`src/rtl/spi_irq_pkg.sv`:
```
package spi_irq_pkg;
   localparam int unsigned SRC_N = 4;

   typedef enum int unsigned {
      SRC_XFER_DONE = 0,
      SRC_RX_READY  = 1,
      SRC_RX_OVF    = 2,
      SRC_TX_UNDER  = 3
   } src_e;

   typedef logic [SRC_N-1:0] src_vec_t;

   // Enable slot k of the control field drives the source returned here.
   function automatic int unsigned slot_to_src(input int unsigned slot);
      case (slot)
         0: return int'(SRC_RX_READY);
         1: return int'(SRC_XFER_DONE);
         default: return slot;
      endcase
   endfunction
endpackage

```
`src/rtl/spi_irq_en_map.sv`:
```
module spi_irq_en_map
   import spi_irq_pkg::*;
#(
   parameter int unsigned CTRL_W = 32,
   parameter int unsigned EN_LSB = 4
) (
   input  logic              clk,
   input  logic              rst_n,
   input  logic [CTRL_W-1:0] ctrl_i,
   output src_vec_t          en_next_o,
   output src_vec_t          en_q_o
);
   localparam int unsigned EN_MSB = EN_LSB + SRC_N - 1;

   initial begin
      assert (EN_MSB < CTRL_W)
         else $error("enable field does not fit in the control word");
   end

   logic unused_ctrl;
   assign unused_ctrl = ^ctrl_i;

   for (genvar g = 0; g < SRC_N; g++) begin : g_slot
      assign en_next_o[slot_to_src(g)] = ctrl_i[EN_LSB + g];
   end

   src_vec_t en_q;
   always_ff @(posedge clk) begin
      if (!rst_n) en_q <= '0;
      else        en_q <= en_next_o;
   end
   assign en_q_o = en_q;
endmodule

```
`src/rtl/spi_irq_latch.sv`:
```
module spi_irq_latch
   import spi_irq_pkg::*;
(
   input  logic     clk,
   input  logic     rst_n,
   input  src_vec_t evt_i,
   input  logic     clr_we_i,
   input  src_vec_t clr_data_i,
   output src_vec_t raw_next_o,
   output src_vec_t raw_q_o
);
   src_vec_t raw_q;

   for (genvar i = 0; i < SRC_N; i++) begin : g_bit
      logic kill;
      assign kill          = clr_we_i & clr_data_i[i];
      assign raw_next_o[i] = evt_i[i] | (raw_q[i] & ~kill);
   end

   always_ff @(posedge clk) begin
      if (!rst_n) raw_q <= '0;
      else        raw_q <= raw_next_o;
   end
   assign raw_q_o = raw_q;
endmodule

```
`src/rtl/spi_irq_unit.sv`:
```
module spi_irq_unit
   import spi_irq_pkg::*;
#(
   parameter int unsigned CTRL_W  = 32,
   parameter int unsigned EN_LSB  = 4,
   parameter bit          IRQ_REG = 1'b1
) (
   input  logic              clk,
   input  logic              rst_n,
   input  logic [SRC_N-1:0]  evt_i,
   input  logic [CTRL_W-1:0] ctrl_i,
   input  logic              clr_we_i,
   input  logic [SRC_N-1:0]  clr_data_i,
   output logic [SRC_N-1:0]  raw_o,
   output logic [SRC_N-1:0]  masked_o,
   output logic              irq_o
);
   initial begin
      assert (CTRL_W >= SRC_N) else $error("control word too narrow");
   end

   src_vec_t en_next, en_q, raw_next, raw_q;

   spi_irq_en_map #(.CTRL_W(CTRL_W), .EN_LSB(EN_LSB)) u_en (
      .clk       (clk),
      .rst_n     (rst_n),
      .ctrl_i    (ctrl_i),
      .en_next_o (en_next),
      .en_q_o    (en_q)
   );

   spi_irq_latch u_latch (
      .clk        (clk),
      .rst_n      (rst_n),
      .evt_i      (evt_i),
      .clr_we_i   (clr_we_i),
      .clr_data_i (clr_data_i),
      .raw_next_o (raw_next),
      .raw_q_o    (raw_q)
   );

   assign raw_o    = raw_q;
   assign masked_o = raw_q & en_q;

   if (IRQ_REG) begin : g_irq_reg
      logic irq_q;
      always_ff @(posedge clk) begin
         if (!rst_n) irq_q <= 1'b0;
         else        irq_q <= |(raw_next & en_next);
      end
      assign irq_o = irq_q;
   end else begin : g_irq_comb
      assign irq_o = |masked_o;
   end
endmodule

```
`config.mk`:
```
export PLATFORM = sky130hd
export DESIGN_NAME = spi_irq_unit
export DESIGN_NICKNAME = d
export VERILOG_FILES = /design/src/rtl/spi_irq_pkg.sv /design/src/rtl/spi_irq_en_map.sv /design/src/rtl/spi_irq_latch.sv /design/src/rtl/spi_irq_unit.sv
export SDC_FILE = /design/constraint.sdc
export NUM_CORES = 1
export LEC_CHECK = 0
export ABC_AREA = 1
export ABC_CLOCK_PERIOD_IN_PS = 1100
export CORE_MARGIN = 5
export CORE_UTILIZATION = 24
export DETAILED_ROUTE_END_ITERATION = 8
export GPL_ROUTABILITY_DRIVEN = 0
export GPL_TIMING_DRIVEN = 0
export PLACE_DENSITY = 0.88
export SYNTH_ARGS = -nofsm -noshare
export SYNTH_HDL_FRONTEND = slang
export SYNTH_SLANG_ARGS = --single-unit
export TNS_END_PERCENT = 1
```
`constraint.sdc`:
```
create_clock -name clk -period 1.1 [get_ports clk]
set_clock_uncertainty 0.05 [all_clocks]
set_input_delay 0.275 -clock clk [delete_from_list [all_inputs] [get_ports clk]]
set_output_delay 0.275 -clock clk [all_outputs]
set_load 0.02 [all_outputs]
```
==> results of run 1 <==
worst max-delay path, delay by kind of cell (launching register included):
kind | cells | cell delay [ns]
buffers and inverters | 2 | 0.17
DFF | 1 | 0.34
and+or+nand+nor | 1 | 0.05
per-layer routing:
layer  vias up  track usage  wire length (um)
met5         -            0                 0
met3         0       0.0398                79
met1       160       0.0867               354
met4         0       0.0415                 0
li1        209            -                 -
met2        14        0.128               441
kinds of logic after synthesis:
group	Yosys count
and+or+nand+nor	28
buffers and inverters	13
DFF	9
AOI/OAI and AO/OA	4
layout make-up:
| type | instances | area, sq um | share of cell area |
|---|---|---|---|
| sequential | 9 | 185 | 0.300 |
| timing repair buffer | 23 | 211 | 0.342 |
| tap | 15 | 18.8 | 0.0304 |
| inverter | 13 | 48.8 | 0.0789 |
| clock buffer | 4 | 26.3 | 0.0425 |
| multi-input combinational | 32 | 128 | 0.206 |
Yosys cell counts, drive strengths merged:
library cell | count | area share
dfxtp | 9 | 0.51
nor2 | 2 | 0.021
inv | 13 | 0.14
nand2 | 26 | 0.28
a21oi | 4 | 0.057
path summary, 6_finish.rpt:
check,slack (ns),endpoint,from
setup / recovery,-0.04,masked_o[2],u_latch.raw_q_o[2]
hold / removal,0.44,u_latch.raw_q_o[1],u_latch.raw_q_o[1]
setup reg to reg,0.23,irq_o,u_latch.raw_q_o[2]
hold reg to reg,0.44,u_latch.raw_q_o[1],u_latch.raw_q_o[1]
through the flow:
stage          power (W)  std cells  utilization
2_1_floorplan   0.000428         54            -
3_3_place_gp    0.000524         92        0.447
4_1_cts         0.000769         96        0.451
3_5_place_dp    0.000528         92        0.447
6_report        0.000761         96        0.458
5_1_grt         0.000808         96        0.458
sequential cells by signal, summed over array words and instances, names as in the netlist:
signal	count
u_en.en_q_o	4
u_latch.raw_q_o	4
irq_o	1
power by group through the flow:
stage                     Sequential (W)  Combinational (W)  Clock [W]
after floorplan                 0.000381          0.0000476          0
after global placement          0.000363           0.000161          0
after detailed placement        0.000365           0.000163          0
after CTS                       0.000359           0.000151   0.000258
after global routing            0.000363           0.000168   0.000277
final                           0.000360           0.000152   0.000250
what timing repair did:
item                       4_1_cts  5_1_grt
pin swaps                        1        1
gates resized for setup         48        4
buffers inserted                 0        0
gates cloned                     0        0
setup endpoints to repair       10        9
==> metrics.txt, run 1 <==
status finished with violations; failing checks negative setup slack; fraction of the mapped netlist area in simple logic gates 0.297; period utilisation layout 1.03; clock transition at the registers of the reported paths 0.06 ns; HPWL Detailed 716 um; Sequential Power Share 0.473; clk sinks 9; Psw 0.000192 W; Area growth syn-to-layout 74.6%; slew margin rel. 0.880; CP peak stage delay 0.34 ns; clk buf depth 2; Fmax achieved 880 MHz; DR WL/cell 9.10 um; # IOs 52; Seq/Total Area, Yosys 0.509; main combinational cell family by area after synthesis simple AND/OR/NAND/NOR gates; crit path launch type register; HP Class reg2reg; initial core utilization 0.262; syn_area_per_cell 6.56 sq um; worst skew pair latency 0.25 ns; Total Routing Usage GR 0.0806; Synth Cell Area 354 sq um; fin nets 125; hold_buf cts 0; grt ovf 0; critical path class reg2out; Root Driver clkbuf_4; Pre-antenna DRT Iters 4; Chip Width 48.4 um; CP Cell Sequence nand2_1 > inv_1 > buf_6; Worst Reg-to-Reg Cells 6; Yosys Warn Count 0; Max rail drop VDD 0.589 mV; post-synth cell types 5; flops & latches, synth 9; 1st-iter DRT viols 3; setup TNS -0.0917 ns; compound-gate portion of the synthesized area 0.0565; post-route ant nets 0; min Tclk post-route 1.14 ns; Hold WS 0.442 ns; largest net degree at the start of global routing 6; post-synthesis adder-cell area fraction 0; core area 1350 sq um; # rows 13; CP endpoint kind output pin; Setup-failing EPs final 4; final worst slack -0.0366 ns; first-pass GRT wire length 1500 um; H-tree depth 1; Hold Path Depth 2; Slew Limit Fails 0; design area 618 sq um; ANT cells 0; # port buffers 23; cells after synthesis 54; XOR/XNOR share of the synthesized area 0; initial antenna violation count 0; dpl ws -0.352 ns; die area 2340 sq um; WP data required 0.77 ns; Switching Share 0.252; logic gate share of total power 0.199; vias in the first global route 393; Hold Violations, Final 0; Static Leak 0.359 nW; via count 383; commonest non-fill, non-tap cell in the layout nand2_1; Via density 3.99; die height 48.4 um; drt total wl 874 um; mux contribution to synthesized area 0; Slew @ Worst Pin 0.180 ns; Max-Cap Viols 0; CTS tree done; share of layout cells above drive strength 1 0.222; CTS buffer count 3; clock share of power 0.328; worst-path maximum fanout 3; Fill cells 148; placed instance area 603 sq um; internal power 0.000569 W; Crit-path slowest cell dfxtp_2; PD cells 1230 nW/um^2; RSZ-0062 raised after global routing yes; CP Data Arrival Time 0.81 ns; commonest cells after routing, fill and taps aside nand2_1 (25), clkdlybuf4s50_1 (13), inv_1 (12); Synthesized Nets 97; Post-route DRC 0
Note: power is estimated with default switching activity, not from simulation.
==> run 2: changes to the inputs <==
PLACE_DENSITY = 0.89   (was 0.88)
==> run 2 against run 1 <==
Compared with the run above:
- the run still ends with negative setup slack left
- register-to-register slack about the same
- non-clock buffer count unchanged
- combinational power about the same
- cell count unchanged
- total power increased by 0.98%
- largest cell class unchanged
- routed wire length increased by 7.3%
- global-route usage increased by 0.063 points
- critical path type unchanged
- sequential cell count unchanged
- first-iteration DRC count increased by 33%
==> metrics.txt, run 2 (same netlist as run 1, synthesis figures left out) <==
status finished with violations; failing checks negative setup slack; # IOs 52; Fill cells 153; setup slack, reg-to-reg 0.24 ns; Fmax achieved 878 MHz; min Tclk post-route 1.14 ns; ANT cells 0; share of layout cells above drive strength 1 0.210; largest net degree at the start of global routing 6; Setup-failing EPs final 4; r2r endpoint irq_o; vias in the first global route 359; die area 2340 sq um; RSZ-0062 raised after global routing yes; Via density 4.02; Hold Violations, Final 0; DR WL/cell 9.77 um; Hold Path Depth 2; clock transition at the registers of the reported paths 0.06 ns; Slew @ Worst Pin 0.172 ns; # port buffers 23; CP Data Arrival Time 0.81 ns; # rows 13; Hold Path Origin u_latch.raw_q_o[0]; Static Leak 0.359 nW; CTS tree done; worst-path maximum fanout 3; clk sinks 9; 1st-iter DRT viols 4; Root Driver clkbuf_4; CP endpoint kind output pin; die height 48.4 um; Max-Cap Viols 0; crit path launch type register; dpl ws -0.347 ns; final worst slack -0.0390 ns; HPWL Detailed 763 um; worst skew pair latency 0.26 ns; Worst Hold End u_latch.raw_q_o[0]; Pre-antenna DRT Iters 4; critical path class reg2out; Pwr Total 0.000769 W; fin nets 125; Layout Cells excl Fill 96; commonest non-fill, non-tap cell in the layout nand2_1; clk buf depth 2; first-pass GRT wire length 1460 um; initial core utilization 0.262; HP Class reg2reg; PD cells 1240 nW/um^2; core area 1350 sq um; initial antenna violation count 0; CTS buffer count 3; WP data required 0.77 ns; slew margin rel. 0.885; via count 386; GRT busiest layer met2; Area growth syn-to-layout 74.6%; met3 Use GR 0.0520; drt total wl 938 um; Slew Limit Fails 0; global-route track usage on met2 0.126; H-tree depth 1; Total Routing Usage GR 0.0812; Worst Reg-to-Reg Cells 6; placed cell count 92; post-route ant nets 0; Chip Width 48.4 um; RR Startpoint u_latch.raw_q_o[3]; period utilisation layout 1.04; commonest cells after routing, fill and taps aside nand2_1 (26), clkdlybuf4s50_1 (13), inv_1 (12); grt ovf 0; Post-route DRC 0; grt met1 use 0.0830; Max rail drop VDD 0.474 mV
[run 2: cell counts in the layout (fill, tap and decap cells not counted)]
No cell type changed its count.
[run 2: repair_timing]
action | in CTS | in global routing
endpoints found under the setup margin | 10 | 8
pin swaps | 2 | 0
gates resized for setup | 49 | 3
hold buffers | 0 | 0
buffers inserted | 0 | 0
[run 2: per-stage QoR]
stage	hold WS [ns]	TNS [ns]	instance area, sq um	utilization
after CTS	0.451	-0.171	613	0.454
after global placement	0.434	-2.47	603	0.447
after floorplan	0.318	0	354	-
after detailed placement	0.450	-2.75	603	0.447
after global routing	0.484	-0.322	618	0.458
final	0.447	-0.128	618	0.458
[run 2: routing by layer]
metal / vias to the layer above / share of wire
met1: 164 / 0.38
met3: 0 / 0.12
li1: 206 / -
met5: - / 0
met2: 16 / 0.49
met4: 0 / 0
[run 2: worst max path at each step]
stage	from	to	cells after the start
after CTS	u_latch.raw_q_o[3]	masked_o[3]	3
after floorplan	u_latch.raw_q_o[2]	masked_o[2]	2
after global routing	u_latch.raw_q_o[2]	masked_o[2]	3
final	u_latch.raw_q_o[3]	masked_o[3]	3
after global placement	clr_we_i	irq_o	8
after detailed placement	clr_we_i	irq_o	8
[run 2: final cells by class]
type,count,area [sq um],area share
Timing Repair Buffer,23,214,0.346
Multi-Input combinational cell,32,125,0.202
Clock buffer,4,26.3,0.0425
Tap cell,15,18.8,0.0304
Inverter,13,48.8,0.0789
Sequential cell,9,185,0.300
[run 2: where the power goes]
group          total [W]  switching, W  internal [W]
clock           0.000256      0.000116      0.000140
combinational   0.000154     0.0000725     0.0000813
sequential      0.000359    0.00000986      0.000350
total           0.000769      0.000198      0.000571
[run 2: worst max-delay path, stage by stage, from the launching register on]
cell and delay (ns):
dfxtp_2 0.34, nand2_1 0.05, inv_1 0.06, buf_6 0.11
==> run 3: changes to the inputs <==
ABC_AREA = 0   (was 1)
CORE_UTILIZATION = 23   (was 24)
PLACE_DENSITY = 0.87   (was 0.89)
==> run 3 against run 2 <==
Compared with the run above:
- the run still ends with negative setup slack left
- sequential cell count unchanged
- clock power decreased by 6%
- total power decreased by 1.3%
- combinational power about the same
- sequential power about the same
- first-iteration DRC count decreased by 100%
==> metrics.txt, run 3 <==
DR WL/cell 10.8 um; HPWL Detailed 744 um; final worst slack -0.0574 ns; clk sinks 9; Area growth syn-to-layout 79.5%; area leader, netlist dfxtp_1; Chip Width 48.9 um; Synth top area share 0.518; Slew @ Worst Pin 0.230 ns; async set-or-reset flop fraction in the synthesized netlist 0; Synth Cell Area 348 sq um; syn_area_per_cell 9.15 sq um; setup slack, reg-to-reg 0.10 ns; first-pass GRT wire length 1400 um; die height 48.9 um; Critical Path Stages 2; Reg area 185 sq um; Fmax achieved 864 MHz; Fill cells 169; initial antenna violation count 0; r2r endpoint irq_o; Total Routing Usage GR 0.0760; clock transition at the registers of the reported paths 0.06 ns; grt ovf 0; critical path startpoint u_latch.raw_q_o[1]; logic gate share of total power 0.207; HP Class in2reg; Hold WS 0.350 ns; grt met1 use 0.0667; Post-synth EDFFs 0; met3 Use GR 0.0550; CP Cell Sequence and2_4 > buf_6; GRT busiest layer met2; H-tree depth 1; WP data required 0.77 ns; commonest cells after routing, fill and taps aside clkdlybuf4s50_1 (10), nor2_1 (6), dfxtp_1 (5); drt total wl 886 um; CTS buffer count 3; Worst Reg-to-Reg Cells 4; largest net degree at the start of global routing 7; share of layout cells above drive strength 1 0.333; Via density 4.16; CP endpoint masked_o[1]; critical path class reg2out; Post-route DRC 0; clk buf depth 2; hold_buf cts 0; min Tclk post-route 1.16 ns; CP Data Arrival Time 0.83 ns; flops & latches, synth 9; clock share of power 0.317; 1st-iter DRT viols 0; core area 1470 sq um; RSZ-0062 raised after global routing yes; Hold Violations, Final 0; Slew Limit Fails 0; vias in the first global route 342; RR Startpoint u_latch.raw_q_o[2]; Pre-antenna DRT Iters 1; PD cells 1220 nW/um^2; Setup-failing EPs final 4; Seq/Total Area, Yosys 0.518; commonest non-fill, non-tap cell in the layout clkdlybuf4s50_1; Main synth FF type dfxtp_1; Synth area leaders dfxtp_1 (52%), and2_1 (14%), nor2_1 (6.5%), and3b_1 (5.0%), o21ai_0 (4.3%); family with the most delay on the worst path flip-flops; global-route track usage on met2 0.139; Max rail drop VDD 0.753 mV; internal power 0.000579 W; Sequential Power Share 0.476; via count 341; most common cell in the netlist dfxtp_1; CP peak stage delay 0.34 ns; Commonest cells post-synth dfxtp_1 (9), and2_1 (8), nor2_1 (6); crit path launch type register; # IOs 52; Psw 0.000180 W; Root Driver clkbuf_4; slew margin rel. 0.845; # port buffers 23; ANT cells 0; Max-Cap Viols 0; fin nets 110; post-synth cell types 13; CTS tree done; Pwr Total 0.000759 W; CP endpoint kind output pin; Crit-path slowest cell dfxtp_2; failing checks negative setup slack; worst skew pair latency 0.25 ns; post-route ant nets 0; # rows 14; cells after synthesis 38; status finished with violations; Switching Share 0.237; die area 2390 sq um; worst-path maximum fanout 4; Synthesized Nets 81; fin util 0.424; Yosys Warn Count 0; Static Leak 0.287 nW; area of the multi-input gates 174 sq um; initial core utilization 0.236; period utilisation layout 1.05; WP buf/inv 1
-- run 3: cell count changes after synthesis, sizes merged --
| cell | change |
|---|---|
| o22a | +1 |
| and3b | +2 |
| nor2 | +4 |
| nand2 | -24 |
| and2 | +8 |
| o211ai | +1 |
| a21oi | -2 |
| inv | -12 |
| a21boi | +2 |
| o21ai | +4 |
-- run 3: worst min-delay path, delay by kind of cell --
kind | cells | cell delay [ns]
buffers and inverters | 1 | 0.22
AOI/OAI and AO/OA | 1 | 0.04
and+or+nand+nor | 1 | 0.07
-- run 3: worst min path at each step --
stage	to	startpoint	depth (start not counted)	slack (ns)
floorplan	u_latch.raw_q_o[1]	evt_i[1]	2	0.34
global route	u_latch.raw_q_o[1]	evt_i[1]	3	0.37
finish	u_latch.raw_q_o[2]	evt_i[2]	3	0.35
detailed placement	u_latch.raw_q_o[2]	u_latch.raw_q_o[2]	2	0.48
CTS	u_latch.raw_q_o[1]	evt_i[1]	3	0.35
global placement	u_latch.raw_q_o[1]	u_latch.raw_q_o[1]	2	0.46
-- run 3: layout make-up --
cell class / instances / area share
clock buffer: 4 / 0.0421
inverter: 1 / 0.00601
multi-input combinational: 28 / 0.279
sequential: 9 / 0.297
tap: 16 / 0.0321
timing repair buffer: 24 / 0.345
-- run 3: cell families after synthesis --
kind of cell	Yosys count	synth area share
AO/OA/AOI/OAI	10	0.191
flip-flops	9	0.518
AND/OR/NAND/NOR	18	0.281
buffers and inverters	1	0.0108
-- run 3: power groups by stage --
stage / clock [W] / combinational [W] / sequential [W]
after floorplan: 0 / 0.0000465 / 0.000383
after global placement: 0 / 0.000165 / 0.000365
after detailed placement: 0 / 0.000167 / 0.000366
after CTS: 0.000252 / 0.000161 / 0.000362
after global routing: 0.000271 / 0.000170 / 0.000364
final: 0.000240 / 0.000157 / 0.000361
-- run 3: per-stage QoR --
stage                     setup WS [ns]  setup TNS (ns)  area (sq um)  instances
after floorplan                  0.0614               0           348         38
after global placement           -0.373           -3.09           598         77
after detailed placement         -0.375           -3.32           598         77
after CTS                       -0.0651          -0.271           628         82
after global routing            -0.0879          -0.336           624         82
final                           -0.0574          -0.193           624         82
-- run 3: routing by layer --
| metal | up-vias | part of all wire |
|---|---|---|
| met5 | - | 0 |
| met4 | 0 | 0 |
| met3 | 0 | 0.084 |
| met2 | 9 | 0.56 |
| met1 | 148 | 0.36 |
| li1 | 184 | - |
-- run 3: what timing repair did --
item / 4_1_cts / 5_1_grt
resized for setup: 55 / 2
setup endpoints to repair: 10 / 8
pin swaps: 3 / 0
buffers inserted: 1 / 0
